===== config.mk =====
export PLATFORM = sky130hd
export DESIGN_NAME = dmx_frame_tx
export DESIGN_NICKNAME = d
export VERILOG_FILES = /design/src/rtl/dmx_tx_pkg.sv /design/src/rtl/dmx_bit_timer.sv /design/src/rtl/dmx_char_shifter.sv /design/src/rtl/dmx_frame_seq.sv /design/src/rtl/dmx_frame_tx.sv
export SDC_FILE = /design/constraint.sdc
export NUM_CORES = 1
export LEC_CHECK = 0
export BUFFER_PORTS_ARGS = -buffer_cell sky130_fd_sc_hd__clkbuf_2
export CORE_MARGIN = 4
export CORE_UTILIZATION = 50
export CTS_CLUSTER_DIAMETER = 50
export DETAILED_ROUTE_END_ITERATION = 10
export PLACE_DENSITY = 0.72
export SLEW_MARGIN = 5
export SYNTH_ARGS = -nofsm -noshare
export SYNTH_HDL_FRONTEND = slang
export SYNTH_SLANG_ARGS = --single-unit

===== constraint.sdc =====
create_clock -name clk -period 2.35 [get_ports clk]
set_clock_uncertainty 0.1 [all_clocks]
set_input_delay 0.1175 -clock clk [delete_from_list [all_inputs] [get_ports clk]]
set_output_delay 0.1175 -clock clk [all_outputs]
set_load 0.005 [all_outputs]

===== src/rtl/dmx_tx_pkg.sv =====
package dmx_tx_pkg;

  typedef enum logic [1:0] {
    PH_IDLE  = 2'd0,
    PH_BREAK = 2'd1,
    PH_SCODE = 2'd2,
    PH_DATA  = 2'd3
  } phase_t;

  // clocks per bit for a given baud rate
  function automatic int bit_div(input int clk_hz, input int baud);
    return clk_hz / baud;
  endfunction

  // character on the wire, LSB first: start(0), 8 data, 2 stop(1)
  function automatic logic [10:0] char_bits(input logic [7:0] b);
    return {2'b11, b, 1'b0};
  endfunction

  // limit requested slot count to the frame maximum
  function automatic int clamp_slots(input int req, input int max_slots);
    return (req > max_slots) ? max_slots : req;
  endfunction

endpackage


===== src/rtl/dmx_bit_timer.sv =====
module dmx_bit_timer #(
  parameter int SLOW_DIV = 320,
  parameter int FAST_DIV = 128
) (
  input  logic clk,
  input  logic rst_n,
  input  logic restart,
  input  logic slow_sel,
  input  logic run,
  output logic bit_end
);
  localparam int MAXDIV = (SLOW_DIV > FAST_DIV) ? SLOW_DIV : FAST_DIV;
  localparam int DIV_W  = $clog2(MAXDIV + 1);
  localparam logic [DIV_W-1:0] SLOW_LAST = DIV_W'(SLOW_DIV - 1);
  localparam logic [DIV_W-1:0] FAST_LAST = DIV_W'(FAST_DIV - 1);

  logic [DIV_W-1:0] cnt_q;
  logic             slow_q;

  assign bit_end = run && (cnt_q == (slow_q ? SLOW_LAST : FAST_LAST));

  always_ff @(posedge clk or negedge rst_n) begin
    if (!rst_n) begin
      cnt_q  <= '0;
      slow_q <= 1'b0;
    end else if (restart) begin
      cnt_q  <= '0;
      slow_q <= slow_sel;
    end else if (run) begin
      cnt_q <= bit_end ? '0 : cnt_q + 1'b1;
    end
  end

endmodule


===== src/rtl/dmx_char_shifter.sv =====
module dmx_char_shifter #(
  parameter int SLOW_DIV = 320,
  parameter int FAST_DIV = 128
) (
  input  logic       clk,
  input  logic       rst_n,
  input  logic       load,
  input  logic [7:0] load_byte,
  input  logic       load_slow,
  output logic       char_done,
  output logic       tx_o
);
  import dmx_tx_pkg::*;

  logic [10:0] sh_q;
  logic [3:0]  bitn_q;
  logic        active_q;
  logic        bit_end;

  dmx_bit_timer #(.SLOW_DIV(SLOW_DIV), .FAST_DIV(FAST_DIV)) u_timer (
    .clk     (clk),
    .rst_n   (rst_n),
    .restart (load),
    .slow_sel(load_slow),
    .run     (active_q),
    .bit_end (bit_end)
  );

  assign char_done = bit_end && (bitn_q == 4'd10);
  assign tx_o      = sh_q[0];

  always_ff @(posedge clk or negedge rst_n) begin
    if (!rst_n) begin
      sh_q     <= '1;
      bitn_q   <= '0;
      active_q <= 1'b0;
    end else if (load) begin
      sh_q     <= char_bits(load_byte);
      bitn_q   <= '0;
      active_q <= 1'b1;
    end else if (bit_end) begin
      sh_q   <= {1'b1, sh_q[10:1]};
      bitn_q <= bitn_q + 1'b1;
      if (bitn_q == 4'd10) active_q <= 1'b0;
    end
  end

  // every character opens with a low start bit
  a_r3_start_low: assert property (@(posedge clk) disable iff (!rst_n)
    load |=> !tx_o);
  // both stop bits drive the line high
  a_r3_stop_high: assert property (@(posedge clk) disable iff (!rst_n)
    (active_q && bitn_q >= 4'd9) |-> tx_o);

endmodule


===== src/rtl/dmx_frame_seq.sv =====
module dmx_frame_seq #(
  parameter int MAX_SLOTS = 512,
  parameter int CNT_W     = 10,
  parameter int ADDR_W    = 9
) (
  input  logic              clk,
  input  logic              rst_n,
  input  logic              start_i,
  input  logic [CNT_W-1:0]  chan_count_i,
  input  logic              char_done,
  input  logic [7:0]        rd_data_i,
  output logic              load,
  output logic [7:0]        load_byte,
  output logic              load_slow,
  output logic              rd_en_o,
  output logic [ADDR_W-1:0] rd_addr_o,
  output logic              busy_o,
  output logic              done_o
);
  import dmx_tx_pkg::*;

  localparam logic [CNT_W-1:0] MAX_CNT = CNT_W'(MAX_SLOTS);

  phase_t           ph_q, ph_d;
  logic [CNT_W-1:0] cnt_q, sent_q, rdn_q;
  logic [7:0]       byte_q;
  logic             rd_pend_q, done_q, fin, more, data_load;

  assign more = sent_q < cnt_q;

  always_comb begin
    ph_d      = ph_q;
    load      = 1'b0;
    load_byte = 8'h00;
    load_slow = 1'b0;
    fin       = 1'b0;
    data_load = 1'b0;
    case (ph_q)
      PH_IDLE: if (start_i) begin
        load      = 1'b1;
        load_slow = 1'b1;
        ph_d      = PH_BREAK;
      end
      PH_BREAK: if (char_done) begin
        load = 1'b1;
        ph_d = PH_SCODE;
      end
      default: if (char_done) begin
        if (more) begin
          load      = 1'b1;
          load_byte = byte_q;
          data_load = 1'b1;
          ph_d      = PH_DATA;
        end else begin
          fin  = 1'b1;
          ph_d = PH_IDLE;
        end
      end
    endcase
  end

  // prefetch the following slot while the current one shifts out
  assign rd_en_o   = load && !load_slow && (rdn_q < cnt_q);
  assign rd_addr_o = rdn_q[ADDR_W-1:0];
  assign busy_o    = (ph_q != PH_IDLE);
  assign done_o    = done_q;

  always_ff @(posedge clk or negedge rst_n) begin
    if (!rst_n) begin
      ph_q      <= PH_IDLE;
      cnt_q     <= '0;
      sent_q    <= '0;
      rdn_q     <= '0;
      byte_q    <= '0;
      rd_pend_q <= 1'b0;
      done_q    <= 1'b0;
    end else begin
      ph_q      <= ph_d;
      done_q    <= fin;
      rd_pend_q <= rd_en_o;
      if (rd_pend_q) byte_q <= rd_data_i;
      if (ph_q == PH_IDLE && start_i) begin
        cnt_q  <= CNT_W'(clamp_slots(int'(chan_count_i), MAX_SLOTS));
        sent_q <= '0;
        rdn_q  <= '0;
      end else begin
        if (rd_en_o)   rdn_q  <= rdn_q + 1'b1;
        if (data_load) sent_q <= sent_q + 1'b1;
      end
    end
  end

  // latched count never exceeds the frame maximum
  a_r10_count_clamped: assert property (@(posedge clk) disable iff (!rst_n)
    cnt_q <= MAX_CNT);
  // a start while busy leaves the latched count alone
  a_r8_busy_start_ignored: assert property (@(posedge clk) disable iff (!rst_n)
    (busy_o && start_i) |=> $stable(cnt_q));
  // frame-done is a single-cycle pulse
  a_r7_done_single: assert property (@(posedge clk) disable iff (!rst_n)
    done_o |=> !done_o);
  // at most one read per slot, never in consecutive cycles
  a_r5_single_read: assert property (@(posedge clk) disable iff (!rst_n)
    rd_en_o |=> !rd_en_o);

endmodule


===== src/rtl/dmx_frame_tx.sv =====
module dmx_frame_tx #(
  parameter int CLK_HZ     = 32_000_000,
  parameter int BREAK_BAUD = 100_000,
  parameter int DATA_BAUD  = 250_000,
  parameter int MAX_SLOTS  = 512,
  parameter int CNT_W      = $clog2(MAX_SLOTS + 1),
  parameter int ADDR_W     = $clog2(MAX_SLOTS)
) (
  input  logic              clk,
  input  logic              rst_n,
  input  logic              start_i,
  input  logic [CNT_W-1:0]  chan_count_i,
  output logic              rd_en_o,
  output logic [ADDR_W-1:0] rd_addr_o,
  input  logic [7:0]        rd_data_i,
  output logic              tx_o,
  output logic              busy_o,
  output logic              done_o
);
  import dmx_tx_pkg::*;

  localparam int SLOW_DIV = bit_div(CLK_HZ, BREAK_BAUD);
  localparam int FAST_DIV = bit_div(CLK_HZ, DATA_BAUD);

  logic       load, load_slow, char_done;
  logic [7:0] load_byte;

  dmx_frame_seq #(.MAX_SLOTS(MAX_SLOTS), .CNT_W(CNT_W), .ADDR_W(ADDR_W)) u_seq (
    .clk         (clk),
    .rst_n       (rst_n),
    .start_i     (start_i),
    .chan_count_i(chan_count_i),
    .char_done   (char_done),
    .rd_data_i   (rd_data_i),
    .load        (load),
    .load_byte   (load_byte),
    .load_slow   (load_slow),
    .rd_en_o     (rd_en_o),
    .rd_addr_o   (rd_addr_o),
    .busy_o      (busy_o),
    .done_o      (done_o)
  );

  dmx_char_shifter #(.SLOW_DIV(SLOW_DIV), .FAST_DIV(FAST_DIV)) u_shift (
    .clk      (clk),
    .rst_n    (rst_n),
    .load     (load),
    .load_byte(load_byte),
    .load_slow(load_slow),
    .char_done(char_done),
    .tx_o     (tx_o)
  );

  // the line rests at mark whenever no frame is running
  a_r1_idle_high: assert property (@(posedge clk) disable iff (!rst_n)
    !busy_o |-> tx_o);

endmodule


==> metrics.md, run 1 <==
| Metric | Value |
|---|---|
| Status | finished, violations left |
| Violated checks | negative setup slack |
| Register-to-Register Path Depth | 9 |
| Synth-to-Final Area Change | 35.2% |
| Starting Density | 51.3% |
| Top FF cell, synth | sky130_fd_sc_hd__dfrtp_1 |
| Least-Margin Pin Slew | 389 ps |
| Gpl congestion | 0.892 |
| Root Buffer | sky130_fd_sc_hd__clkbuf_8 |
| Syn_nets | 416 |
| Crit Path Class | register to register |
| Power per cell area | 665 nW/um^2 |
| Vias per cell | 5.49 |
| Crit-path max FO | 3 |
| Floorplan core area | 7210 um^2 |
| Flops & latches, synth | 66 |
| Die outline height | 94.0 um |
| Largest area contributor in the synthesized netlist | sky130_fd_sc_hd__dfrtp_1 |
| Most instantiated cells after synthesis | sky130_fd_sc_hd__dfrtp_1 (57), sky130_fd_sc_hd__nand2_1 (35), sky130_fd_sc_hd__nor2_1 (28) |
| Yosys top cell area share | 38.6% |
| Die Outline Area | 8840 um^2 |
| Maximum root-to-sink buffer count | 2 |
| Aggregate routed wire length | 9.16 mm |
| Share of flip-flops with an asynchronous set or reset after synthesis | 100% |
| Cell types occupying the most area after synthesis | sky130_fd_sc_hd__dfrtp_1 (39%), sky130_fd_sc_hd__ha_1 (7.8%), sky130_fd_sc_hd__dfstp_2 (6.4%) |
| Type of the most critical hold path | input port to register |
| Via count of the first global-routing pass | 3,199 |
| Flop pwr share | 40.9% |
| Yosys synthesis warning count | 0 |
| CTS tree | yes |
| WL/cell | 15.9 um |
| H-Tree Depth | 3 |
| Via Count | 3,169 |
| Critical Path Sink Type | register |
| WHS Path Cells | 3 |
| Num Clock Sinks | 66 |
| Total of endpoints with negative setup slack in the final report | 32 |
| Cell mode on critical path | sky130_fd_sc_hd__buf_6 |
| Gr usage total | 21.3% |
| Worst voltage drop across the vdd grid | 0.406 mV |
| Number of detailed-route iterations in the first pass | 4 |
| Cell area reported after detailed placement | 4180 um^2 |
| Cell with the most instances after synthesis | sky130_fd_sc_hd__dfrtp_1 |
| EDFF count, synth | 0 |
| Initial DRC Count | 213 |
| Number of buffers created by CTS | 9 |
| Avg Inst Size Synth | 9.95 um^2 |
| Fraction of power consumed by the clock network | 30.8% |
| Startpoint kind of the worst setup timing path | register |
| Fin nets | 517 |
| Net switching fraction of the power | 32.8% |
| CP max stage cell | sky130_fd_sc_hd__a2111oi_4 |
| Data required time at the worst endpoint | 2530 ps |
| Final non-filler cell area | 5000 um^2 |
| Hold slack final | 76.2 ps |
| Residual overflow from global routing | 0 |
| Die width | 94.0 um |
| Setup repair after global routing missed its margin | true |
| Part of the Yosys area used for sequential elements | 44.9% |
| Post-layout worst setup margin | -120 ps |
| Clk_lat worst skew | 360 ps |
| Final Max Tran Viols | 0 |
| Reported leakage power | 2.25 nW |
| Fraction of final layout cells with drive strength greater than 1 | 35.6% |
| HPWL after detailed placement | 5.82 mm |
| Final hold violations | 0 |
| Area of the mapped netlist | 3700 um^2 |
| Remaining antenna violation count after routing | 0 |
| Max-cap violations | 0 |
| Diodes inserted | 0 |
| CP Cell Sequence | or3b_4, a2111oi_4, nand3_4, buf_6, a211oi_4, buf_4, buf_6, nand3b_2, a21oi_2 |
| Final critical path time including I/O delays and setup | 2470 ps |
| Part of the total power dissipated in combinational logic | 28.2% |
| Slew HR | 74.1% |
| Global-route wire length before repair | 14.8 mm |
| Cell-internal power | 2.24 mW |
| Site row count | 31 |
| Clock Pin Slew Worst Setup and Hold Paths | 70 ps |
| Cell variety after synth | 47 |
| Post-layout power | 3.33 mW |
| Number of design rule violations left after detail routing | 0 |
| I/O Buffers | 33 |
| Cells after Synth | 372 |
| Arrival time at the worst endpoint | 2650 ps |
| Number of placed I/O pins | 34 |
| Slowest Stage Delay on Critical Path | 460 ps |
| Fraction of the cycle the final worst path needs | 105% |
| Top achievable clock speed | 405 MHz |
| Maximum number of pins on one net before global-route repair | 67 |
| Number of fill cells in the layout | 526 |
| Net Switching | 1.09 mW |
| Initial antenna violation count | 0 |
==> kinds of logic (layout without fill, tap and decap cells) <==
kind of cell    after synthesis  count (layout)  share of synthesized area, %
compound gates               90              90                          17.3
buf+inv                      39             145                          4.97
xor+xnor                     11              11                          2.60
mux                          19              19                          5.44
simple gates                124             124                          16.9
flops                        66              66                          44.9
fa+ha+maj                    23              23                          7.78
==> cell type report <==
cell class                 instances  area, um^2  share of cell area [%]
sequential                        66        1670                    33.3
multi-input combinational        267        2070                    41.4
tap                               99         124                    2.48
clock inverter                     5        62.6                    1.25
clock buffer                      11         151                    3.03
timing repair buffer             111         861                    17.2
inverter                          18        67.6                    1.35
==> flip-flops by register name, summed over array words and instances (netlist names) <==
signal / count
u_seq.byte_q: 8
u_seq.cnt_q: 10
u_seq.done_o: 1
u_seq.ph_q: 2
u_seq.rd_pend_q: 1
u_seq.rdn_q: 10
u_seq.sent_q: 10
u_shift.active_q: 1
u_shift.bitn_q: 4
u_shift.sh_q: 9
u_shift.u_timer.cnt_q: 9
u_shift.u_timer.slow_q: 1
==> placed cells by master (no fill, tap or decap), types with 6 or more instances in the layout <==
master / synthesis / final
sky130_fd_sc_hd__nor2_1: 28 / 27
sky130_fd_sc_hd__nand4_1: 6 / 6
sky130_fd_sc_hd__a21oi_1: 19 / 17
sky130_fd_sc_hd__mux2i_1: 10 / 10
sky130_fd_sc_hd__o21ai_0: 24 / 20
sky130_fd_sc_hd__dlygate4sd3_1: 0 / 19
sky130_fd_sc_hd__nand3b_1: 7 / 7
sky130_fd_sc_hd__mux2_2: 9 / 9
sky130_fd_sc_hd__inv_1: 18 / 16
sky130_fd_sc_hd__clkbuf_8: 0 / 11
sky130_fd_sc_hd__nand2b_1: 7 / 7
sky130_fd_sc_hd__ha_1: 23 / 21
sky130_fd_sc_hd__a211oi_1: 10 / 6
sky130_fd_sc_hd__a21o_1: 10 / 10
sky130_fd_sc_hd__buf_4: 10 / 47
sky130_fd_sc_hd__nand3_1: 14 / 12
sky130_fd_sc_hd__clkbuf_2: 0 / 33
sky130_fd_sc_hd__nor3_1: 7 / 6
sky130_fd_sc_hd__dfrtp_1: 57 / 55
sky130_fd_sc_hd__nand2_1: 35 / 35
sky130_fd_sc_hd__dfstp_2: 9 / 9
sky130_fd_sc_hd__buf_6: 0 / 10
==> per-stage QoR <==
step / worst slack, ps / util [%] / TNS [ps] / instances
2_1_floorplan: -191 / - / -1200 / 372
3_3_place_gp: -92.0 / 57.9 / -92.0 / 519
3_5_place_dp: -60.0 / 57.9 / -955 / 519
4_1_cts: -34.7 / 65.1 / -105 / 561
5_1_grt: -190 / 69.3 / -4900 / 577
6_report: -120 / 69.3 / -1860 / 577
==> critical path, delay by kind of cell (launching register included) <==
family	cells	cell delay, ps
AOI/OAI and AO/OA	3	850
and+or+nand+nor	3	650
DFF	1	400
buffers and inverters	3	400
==> metal layers <==
metal / global-route usage [%] / wire length, um / up-vias
met4: 9.15 / 141 / 0
met5: 0 / 0 / -
met2: 34.4 / 4550 / 61
met3: 5.21 / 282 / 15
met1: 27.1 / 4190 / 1569
li1: - / - / 1524
==> repair_timing <==
action | in CTS | in global routing
hold endpoints to repair | 84 | 0
setup endpoints to repair | 28 | 42
cloned | 0 | 2
gates resized for setup | 13 | 39
pin swaps | 4 | 28
setup buffers | 7 | 14
hold buffers | 19 | 0
==> path summary, 6_finish.rpt <==
kind	start	endpoint	slack, ps
max reg2reg	u_shift.u_timer.cnt_q[8]	u_seq.sent_q[2]	-120
min	start_i	u_shift.u_timer.slow_q	80
max	u_shift.u_timer.cnt_q[8]	u_seq.sent_q[2]	-120
min reg2reg	u_shift.sh_q[0]	u_shift.sh_q[0]	370
max in group asynchronous	rst_n	u_shift.sh_q[1]	1620
min in group asynchronous	rst_n	u_seq.byte_q[5]	210
==> power groups by stage <==
stage / registers, mW / clock network, mW / logic [mW]
after global placement: 1.37 / 0 / 0.645
after CTS: 1.35 / 1.04 / 0.809
after detailed placement: 1.37 / 0 / 0.690
final: 1.36 / 1.03 / 0.940
after floorplan: 1.36 / 0 / 0.441
after global routing: 1.38 / 1.10 / 1.04
(Power assumes the default switching activity.)
==> run 2, diff against run 1 <==
--- a/config.mk
+++ b/config.mk
@@ -5,7 +5,7 @@
 export SDC_FILE = /design/constraint.sdc
 export NUM_CORES = 1
 export LEC_CHECK = 0
-export BUFFER_PORTS_ARGS = -buffer_cell sky130_fd_sc_hd__clkbuf_2
+export BUFFER_PORTS_ARGS = -buffer_cell sky130_fd_sc_hd__buf_2
 export CORE_MARGIN = 4
 export CORE_UTILIZATION = 50
 export CTS_CLUSTER_DIAMETER = 50
==> run 2 against run 1 <==
  * The run still ends with negative setup slack left
  * Clock power up 7%
  * Hold slack worse by 6.9 ps
  * Fmax up 3.6%
  * Register-to-register slack better by 90 ps
  * Utilization down 0.83 points
  * Cell count down 1.0%
  * Sequential cell count unchanged
  * Die area unchanged
  * Cell area down 1.2%
  * Worst setup slack better by 87 ps
  * Largest power group unchanged
==> metrics.md, run 2 (synthesis results as in run 1) <==
| Metric | Value |
|---|---|
| Status | finished, violations left |
| Violated checks | negative setup slack |
| Worst voltage drop across the vdd grid | 0.356 mV (-13%) |
| Final non-filler cell area | 4940 um^2 (-1.2%) |
| I/O Buffers | 33 (unchanged) |
| Maximum number of pins on one net before global-route repair | 41 (-39%) |
| Arrival time at the worst endpoint | 2510 ps (-140 ps) |
| Via count of the first global-routing pass | 3,129 (-2.2%) |
| Remaining antenna violation count after routing | 0 (unchanged) |
| Cell area reported after detailed placement | 4170 um^2 (about the same) |
| Hold Path End | u_shift.u_timer.slow_q |
| Final hold violations | 0 (unchanged) |
| Clk_lat worst skew | 350 ps (about the same) |
| CP max stage cell | sky130_fd_sc_hd__a2111oi_2 |
| Data required time at the worst endpoint | 2480 ps (-50 ps) |
| Largest registers | u_seq.cnt_q x10, u_seq.rdn_q x10, u_seq.sent_q x10 |
| Slowest Stage Delay on Critical Path | 420 ps (-40 ps) |
| Post-layout power | 3.41 mW (+2.4%) |
| Slew HR | 58.6% (-15 points) |
| Top achievable clock speed | 420 MHz (+3.6%) |
| CP Cell Sequence | ha_1, a211o_1, o211ai_1, o21ai_4, buf_4, a2111oi_2, buf_4, xnor2_1, nor2_1 |
| Placed Cells incl. Taps | 517 (-0.39%) |
| Num Clock Sinks | 66 (unchanged) |
| CTS tree | yes |
| Final Core Density | 68.5% (-0.83 points) |
| Number of buffers created by CTS | 9 (unchanged) |
| Fraction of final layout cells with drive strength greater than 1 | 34.7% (-0.82 points) |
| Final critical path time including I/O delays and setup | 2380 ps (-86.5 ps) |
| Residual overflow from global routing | 0 (unchanged) |
| Reported leakage power | 2.23 nW (-0.85%) |
| Maximum root-to-sink buffer count | 2 (unchanged) |
| Die Outline Area | 8840 um^2 (unchanged) |
| WL/cell | 15.7 um (-1.1%) |
| Number of design rule violations left after detail routing | 0 (unchanged) |
| Post-place setup slack | -71.7 ps (-11.7 ps) |
| Cell Count, Final, Fillers Out | 571 (-1.0%) |
| Buffer and inverter count on the worst path | 2 (-1) |
| Die width | 94.0 um (unchanged) |
| Register-to-Register Path Depth | 9 (unchanged) |
| Most frequent cells in the layout | sky130_fd_sc_hd__dfrtp_1 (55), sky130_fd_sc_hd__buf_4 (44), sky130_fd_sc_hd__nand2_1 (33), sky130_fd_sc_hd__buf_2 (33), sky130_fd_sc_hd__nor2_1 (27) |
| Reg-to-Reg End | u_seq.sent_q[8] |
| Final Max Tran Viols | 0 (unchanged) |
| Diodes inserted | 0 (unchanged) |
| Critical path's top delay family | compound AO/OA/AOI/OAI gates |
| Least-Margin Pin Slew | 621 ps (+232 ps) |
| Crit-path max FO | 4 (+1) |
| Synth-to-Final Area Change | 33.6% |
| Fin nets | 511 (-1.2%) |
| Cell mode on critical path | sky130_fd_sc_hd__buf_4 |
| Worst r2r src | u_seq.sent_q[4] |
| Starting Density | 51.3% (unchanged) |
| Worst hold path startpoint | start_i |
| H-Tree Depth | 3 (unchanged) |
| Critical Path Sink Type | register |
| WHS Path Cells | 3 (unchanged) |
| Initial antenna violation count | 0 (unchanged) |
| Startpoint kind of the worst setup timing path | register |
| Clock Pin Slew Worst Setup and Hold Paths | 80 ps (about the same) |
| Gr usage total | 21.1% (-0.17 points) |
| Max-cap violations | 0 (unchanged) |
| Setup Total Neg Slack | -50.7 ps (+1800 ps) |
| Number of placed I/O pins | 34 (unchanged) |
| Setup repair after global routing missed its margin | true |
| Power per cell area | 690 nW/um^2 (+3.7%) |
| Initial DRC Count | 217 (+1.9%) |
| Root Buffer | sky130_fd_sc_hd__clkbuf_8 |
| Number of detailed-route iterations in the first pass | 4 (unchanged) |
| HPWL after detailed placement | 5.79 mm (-0.59%) |
| Hold slack final | 69.3 ps (-6.93 ps) |
| Via Count | 3,122 (-1.5%) |
| Aggregate routed wire length | 8.97 mm (-2.1%) |
| Gpl congestion | 0.826 (-7.4%) |
| Fraction of the cycle the final worst path needs | 101% (-3.7 points) |
| Post-layout worst setup margin | -33.1 ps (+86.5 ps) |
| Die outline height | 94.0 um (unchanged) |
| Global-route wire length before repair | 14.6 mm (-1.7%) |
| Site row count | 31 (unchanged) |
| Floorplan core area | 7210 um^2 (unchanged) |
| Total of endpoints with negative setup slack in the final report | 4 (-88%) |
| Crit Path Class | register to register |
| Internal reg-to-reg setup slack | -30 ps (+90 ps) |
| Vias per cell | 5.47 (-0.45%) |
| Most frequent standard cell in the layout excluding fill and tap cells | sky130_fd_sc_hd__dfrtp_1 |
| Type of the most critical hold path | input port to register |
## run 2: cell types whose count changed in the layout (fill, tap and decap cells not counted), moves of 3 or more
cell                       previous run  this run
sky130_fd_sc_hd__buf_4               47        44
sky130_fd_sc_hd__buf_2                0        33
sky130_fd_sc_hd__clkbuf_2            33         0
sky130_fd_sc_hd__buf_6               10         6
## run 2: area by class of cell
| class | count | area, um^2 |
|---|---|---|
| multi-input cells | 267 | 2050 |
| inverters | 18 | 67.6 |
| clock buffers | 10 | 138 |
| flip-flops and latches | 66 | 1670 |
| well taps | 99 | 124 |
| repair buffers | 105 | 803 |
| fillers | 544 | 2270 |
| clock inverters | 6 | 90.1 |
## run 2: layer usage
layer / GRT usage [%] / up-vias / part of all wire, %
met2: 33.7 / 67 / 49
met3: 4.57 / 12 / 3.6
li1: - / 1519 / -
met4: 7.58 / 0 / 1.6
met5: 0 / - / 0
met1: 28.3 / 1524 / 46
## run 2: worst register-to-register path, stage by stage (launching register included)
cell,delay [ps]
sky130_fd_sc_hd__dfrtp_1,400
sky130_fd_sc_hd__ha_1,250
sky130_fd_sc_hd__a211o_1,300
sky130_fd_sc_hd__o211ai_1,180
sky130_fd_sc_hd__o21ai_4,130
sky130_fd_sc_hd__buf_4,160
sky130_fd_sc_hd__a2111oi_2,420
sky130_fd_sc_hd__buf_4,180
sky130_fd_sc_hd__xnor2_1,110
sky130_fd_sc_hd__nor2_1,60
## run 2: how the worst max path moves through the flow
stage	endpoint	slack [ps]	depth (start not counted)	start
after detailed placement	u_seq.sent_q[8]	-70	8	u_seq.sent_q[3]
after floorplan	u_seq.sent_q[5]	-190	6	u_shift.u_timer.cnt_q[6]
final	u_seq.sent_q[8]	-30	9	u_seq.sent_q[4]
after CTS	u_seq.sent_q[0]	-80	8	u_shift.u_timer.cnt_q[8]
after global placement	u_seq.sent_q[8]	-90	7	u_shift.u_timer.slow_q
after global routing	u_seq.sent_q[7]	-120	9	u_seq.sent_q[4]
## run 2: what timing repair did
item,in CTS,in global routing
hold buffers,20,0
resized for setup,21,21
hold endpoints to repair,44,0
endpoints found under the setup margin,33,43
buffers inserted,8,10
pin swaps,12,19
## run 2: where the power goes
part / internal [mW] / leakage, nW / switching, mW
logic: 0.427 / 1.27 / 0.519
registers: 1.27 / 0.850 / 0.100
clock network: 0.628 / 0.112 / 0.468
total: 2.32 / 2.23 / 1.09
==> run 3, diff against run 2 <==
--- a/config.mk
+++ b/config.mk
@@ -11,6 +11,7 @@
 export CTS_CLUSTER_DIAMETER = 50
 export DETAILED_ROUTE_END_ITERATION = 10
 export PLACE_DENSITY = 0.72
+export SETUP_SLACK_MARGIN = 0.5
 export SLEW_MARGIN = 5
 export SYNTH_ARGS = -nofsm -noshare
 export SYNTH_HDL_FRONTEND = slang
==> run 3 against run 2 <==
  * The flow still finishes with violations (negative setup slack)
  * Via count rose by 5.6%
  * Count of clock-buffer cells in the layout grew 1
  * Total power increased by 6.1%
  * Hold slack gained 12 ps
  * Sequential cell count unchanged
  * Sequential share of layout area down 2.3 points
  * Register-to-register slack got worse by 20 ps
  * Clock power about the same
  * Die area unchanged
  * Critical path depth is 1 higher
  * Worst setup slack lost 17 ps
  * Critical path type unchanged
  * Critical endpoint is now u_seq.sent_q[7]
  * Largest cell class unchanged
  * Highest routed layer unchanged
==> metrics.md, run 3 (synthesis results as in run 1) <==
| Metric | Value |
|---|---|
| Status | finished, violations left |
| Violated checks | negative setup slack |
| Cell Count, Final, Fillers Out | 577 (+1.1%) |
| Maximum root-to-sink buffer count | 2 (unchanged) |
| Arrival time at the worst endpoint | 2570 ps (+60 ps) |
| Placed Cells incl. Taps | 512 (-0.97%) |
| Root Buffer | sky130_fd_sc_hd__clkbuf_8 |
| Final Core Density | 73.5% (+5.0 points) |
| Gpl congestion | 0.888 (+7.6%) |
| Num Clock Sinks | 66 (unchanged) |
| Die width | 94.0 um (unchanged) |
| Cell-internal power | 2.43 mW (+4.6%) |
| Synth-to-Final Area Change | 43.4% |
| Final hold violations | 0 (unchanged) |
| Fraction of final layout cells with drive strength greater than 1 | 43.1% (+8.4 points) |
| Final Max Tran Viols | 0 (unchanged) |
| Area occupied by multi-input gates | 2250 um^2 (+9.7%) |
| Floorplan core area | 7210 um^2 (unchanged) |
| Remaining antenna violation count after routing | 0 (unchanged) |
| Worst voltage drop across the vdd grid | 0.465 mV (+31%) |
| Diodes inserted | 0 (unchanged) |
| Largest registers | u_seq.cnt_q x10, u_seq.rdn_q x10, u_seq.sent_q x10 |
| Max-cap violations | 0 (unchanged) |
| Final critical path time including I/O delays and setup | 2400 ps (+16.8 ps) |
| Post-layout power | 3.61 mW (+6.1%) |
| CP Cell Sequence | inv_2, ha_4, a211o_1, o211ai_1, o21ai_4, buf_12, a2111oi_4, buf_6, nand4_1, a21oi_1 |
| WL/cell | 18.7 um (+19%) |
| Reported leakage power | 2.35 nW (+5.5%) |
| Number of design rule violations left after detail routing | 0 (unchanged) |
| Data required time at the worst endpoint | 2520 ps (+40 ps) |
| Net Switching | 1.19 mW (+9.2%) |
| Via Count | 3,297 (+5.6%) |
| Die Outline Area | 8840 um^2 (unchanged) |
| Post-place setup slack | -50.7 ps (+21.0 ps) |
| Register cell area after layout | 1670 um^2 (unchanged) |
| Fin nets | 517 (+1.2%) |
| Least-Margin Pin Slew | 668 ps (+47.2 ps) |
| Slew HR | 55.4% (-3.1 points) |
| Internal reg-to-reg setup slack | -50 ps (-20 ps) |
| Clk_lat worst skew | 360 ps (about the same) |
| Setup Total Neg Slack | -340 ps (-289 ps) |
| CP max stage cell | sky130_fd_sc_hd__dfrtp_1 |
| Maximum number of pins on one net before global-route repair | 41 (unchanged) |
| H-Tree Depth | 3 (unchanged) |
| Starting Density | 51.3% (unchanged) |
| Post-layout worst setup margin | -50.0 ps (-16.8 ps) |
| Die outline height | 94.0 um (unchanged) |
| Number of buffers created by CTS | 9 (unchanged) |
| Via count of the first global-routing pass | 3,254 (+4.0%) |
| Final non-filler cell area | 5300 um^2 (+7.3%) |
| Net switching fraction of the power | 32.9% (+0.95 points) |
| Residual overflow from global routing | 0 (unchanged) |
| Most frequent standard cell in the layout excluding fill and tap cells | sky130_fd_sc_hd__dfrtp_1 |
| Vias per cell | 5.71 (+4.5%) |
| Fraction of the cycle the final worst path needs | 102% (+0.72 points) |
| Cell area reported after detailed placement | 4170 um^2 (-0.18%) |
| HPWL after detailed placement | 5.79 mm (about the same) |
| Aggregate routed wire length | 10.8 mm (+21%) |
| I/O Buffers | 33 (unchanged) |
| Crit-path max FO | 7 (+3) |
| Number of placed I/O pins | 34 (unchanged) |
| Flop pwr share | 38.0% (-2.1 points) |
| Total of endpoints with negative setup slack in the final report | 10 (+6) |
| Global-route wire length before repair | 16.0 mm (+9.5%) |
| Initial antenna violation count | 0 (unchanged) |
| Number of fill cells in the layout | 450 (-17%) |
| Critical Path Sink Type | register |
| Site row count | 31 (unchanged) |
| Hold slack final | 81.7 ps (+12.4 ps) |
| Top achievable clock speed | 417 MHz (-0.70%) |
| CTS tree | yes |
| Power per cell area | 682 nW/um^2 (-1.2%) |
| Fraction of power consumed by the clock network | 29.5% (-2.7 points) |
| Type of the most critical hold path | input port to register |
| Number of detailed-route iterations in the first pass | 5 (+1) |
| Crit Path Class | register to register |
| Most frequent cells in the layout | sky130_fd_sc_hd__dfrtp_1 (55), sky130_fd_sc_hd__buf_4 (39), sky130_fd_sc_hd__nand2_1 (32), sky130_fd_sc_hd__buf_2 (32) |
| Slowest Stage Delay on Critical Path | 380 ps (-40 ps) |
| Gr usage total | 23.4% (+2.3 points) |
| Part of the total power dissipated in combinational logic | 32.5% (+4.7 points) |
| Startpoint kind of the worst setup timing path | register |
| Setup repair after global routing missed its margin | true |
| Initial DRC Count | 231 (+6.5%) |
| Clock Pin Slew Worst Setup and Hold Paths | 70 ps (about the same) |
-- run 3: power groups by stage --
stage / combinational, mW / clock (mW) / sequential (mW)
6_report: 1.18 / 1.07 / 1.37
3_5_place_dp: 0.697 / 0 / 1.37
4_1_cts: 0.894 / 1.07 / 1.35
3_3_place_gp: 0.664 / 0 / 1.37
5_1_grt: 1.26 / 1.13 / 1.39
2_1_floorplan: 0.463 / 0 / 1.36
-- run 3: path summary, 6_finish.rpt --
check,to,cells after the start,from
worst max-delay path,u_seq.sent_q[7],10,u_seq.cnt_q[3]
worst max register to register,u_seq.sent_q[7],10,u_seq.cnt_q[3]
worst min-delay path,u_shift.u_timer.slow_q,3,start_i
worst min register to register,u_shift.sh_q[5],2,u_seq.byte_q[4]
max in group asynchronous,u_shift.sh_q[6],3,rst_n
min in group asynchronous,u_seq.rdn_q[8],2,rst_n
-- run 3: layout make-up --
type,count,share of cell area (%)
Multi-Input combinational cell,267,42.5
Tap cell,99,2.34
Clock inverter,5,1.49
Sequential cell,66,31.4
Inverter,18,1.27
Clock buffer,11,2.67
Timing Repair Buffer,111,18.4
-- run 3: what timing repair did --
action,4_1_cts,5_1_grt
setup endpoints to repair,49,49
gates resized for setup,50,43
pin swaps,24,27
hold buffers,19,0
setup buffers,14,13
gates cloned,2,1
endpoints found under the hold margin,41,0
-- run 3: metal layers --
layer | routed length (um) | global-route usage, % | vias to the layer above
met5 | 0 | 0 | -
met1 | 4420 | 31.2 | 1601
met3 | 576 | 3.53 | 42
met4 | 443 | 9.63 | 0
met2 | 5380 | 38.0 | 130
li1 | - | - | 1524
-- run 3: critical path: cells and delay by family, from the launching register on --
kind	cells	cell delay, ps
AOI/OAI and AO/OA	5	1090
buffers and inverters	3	430
DFF	1	380
adders and majority gates	1	220
and+or+nand+nor	1	90
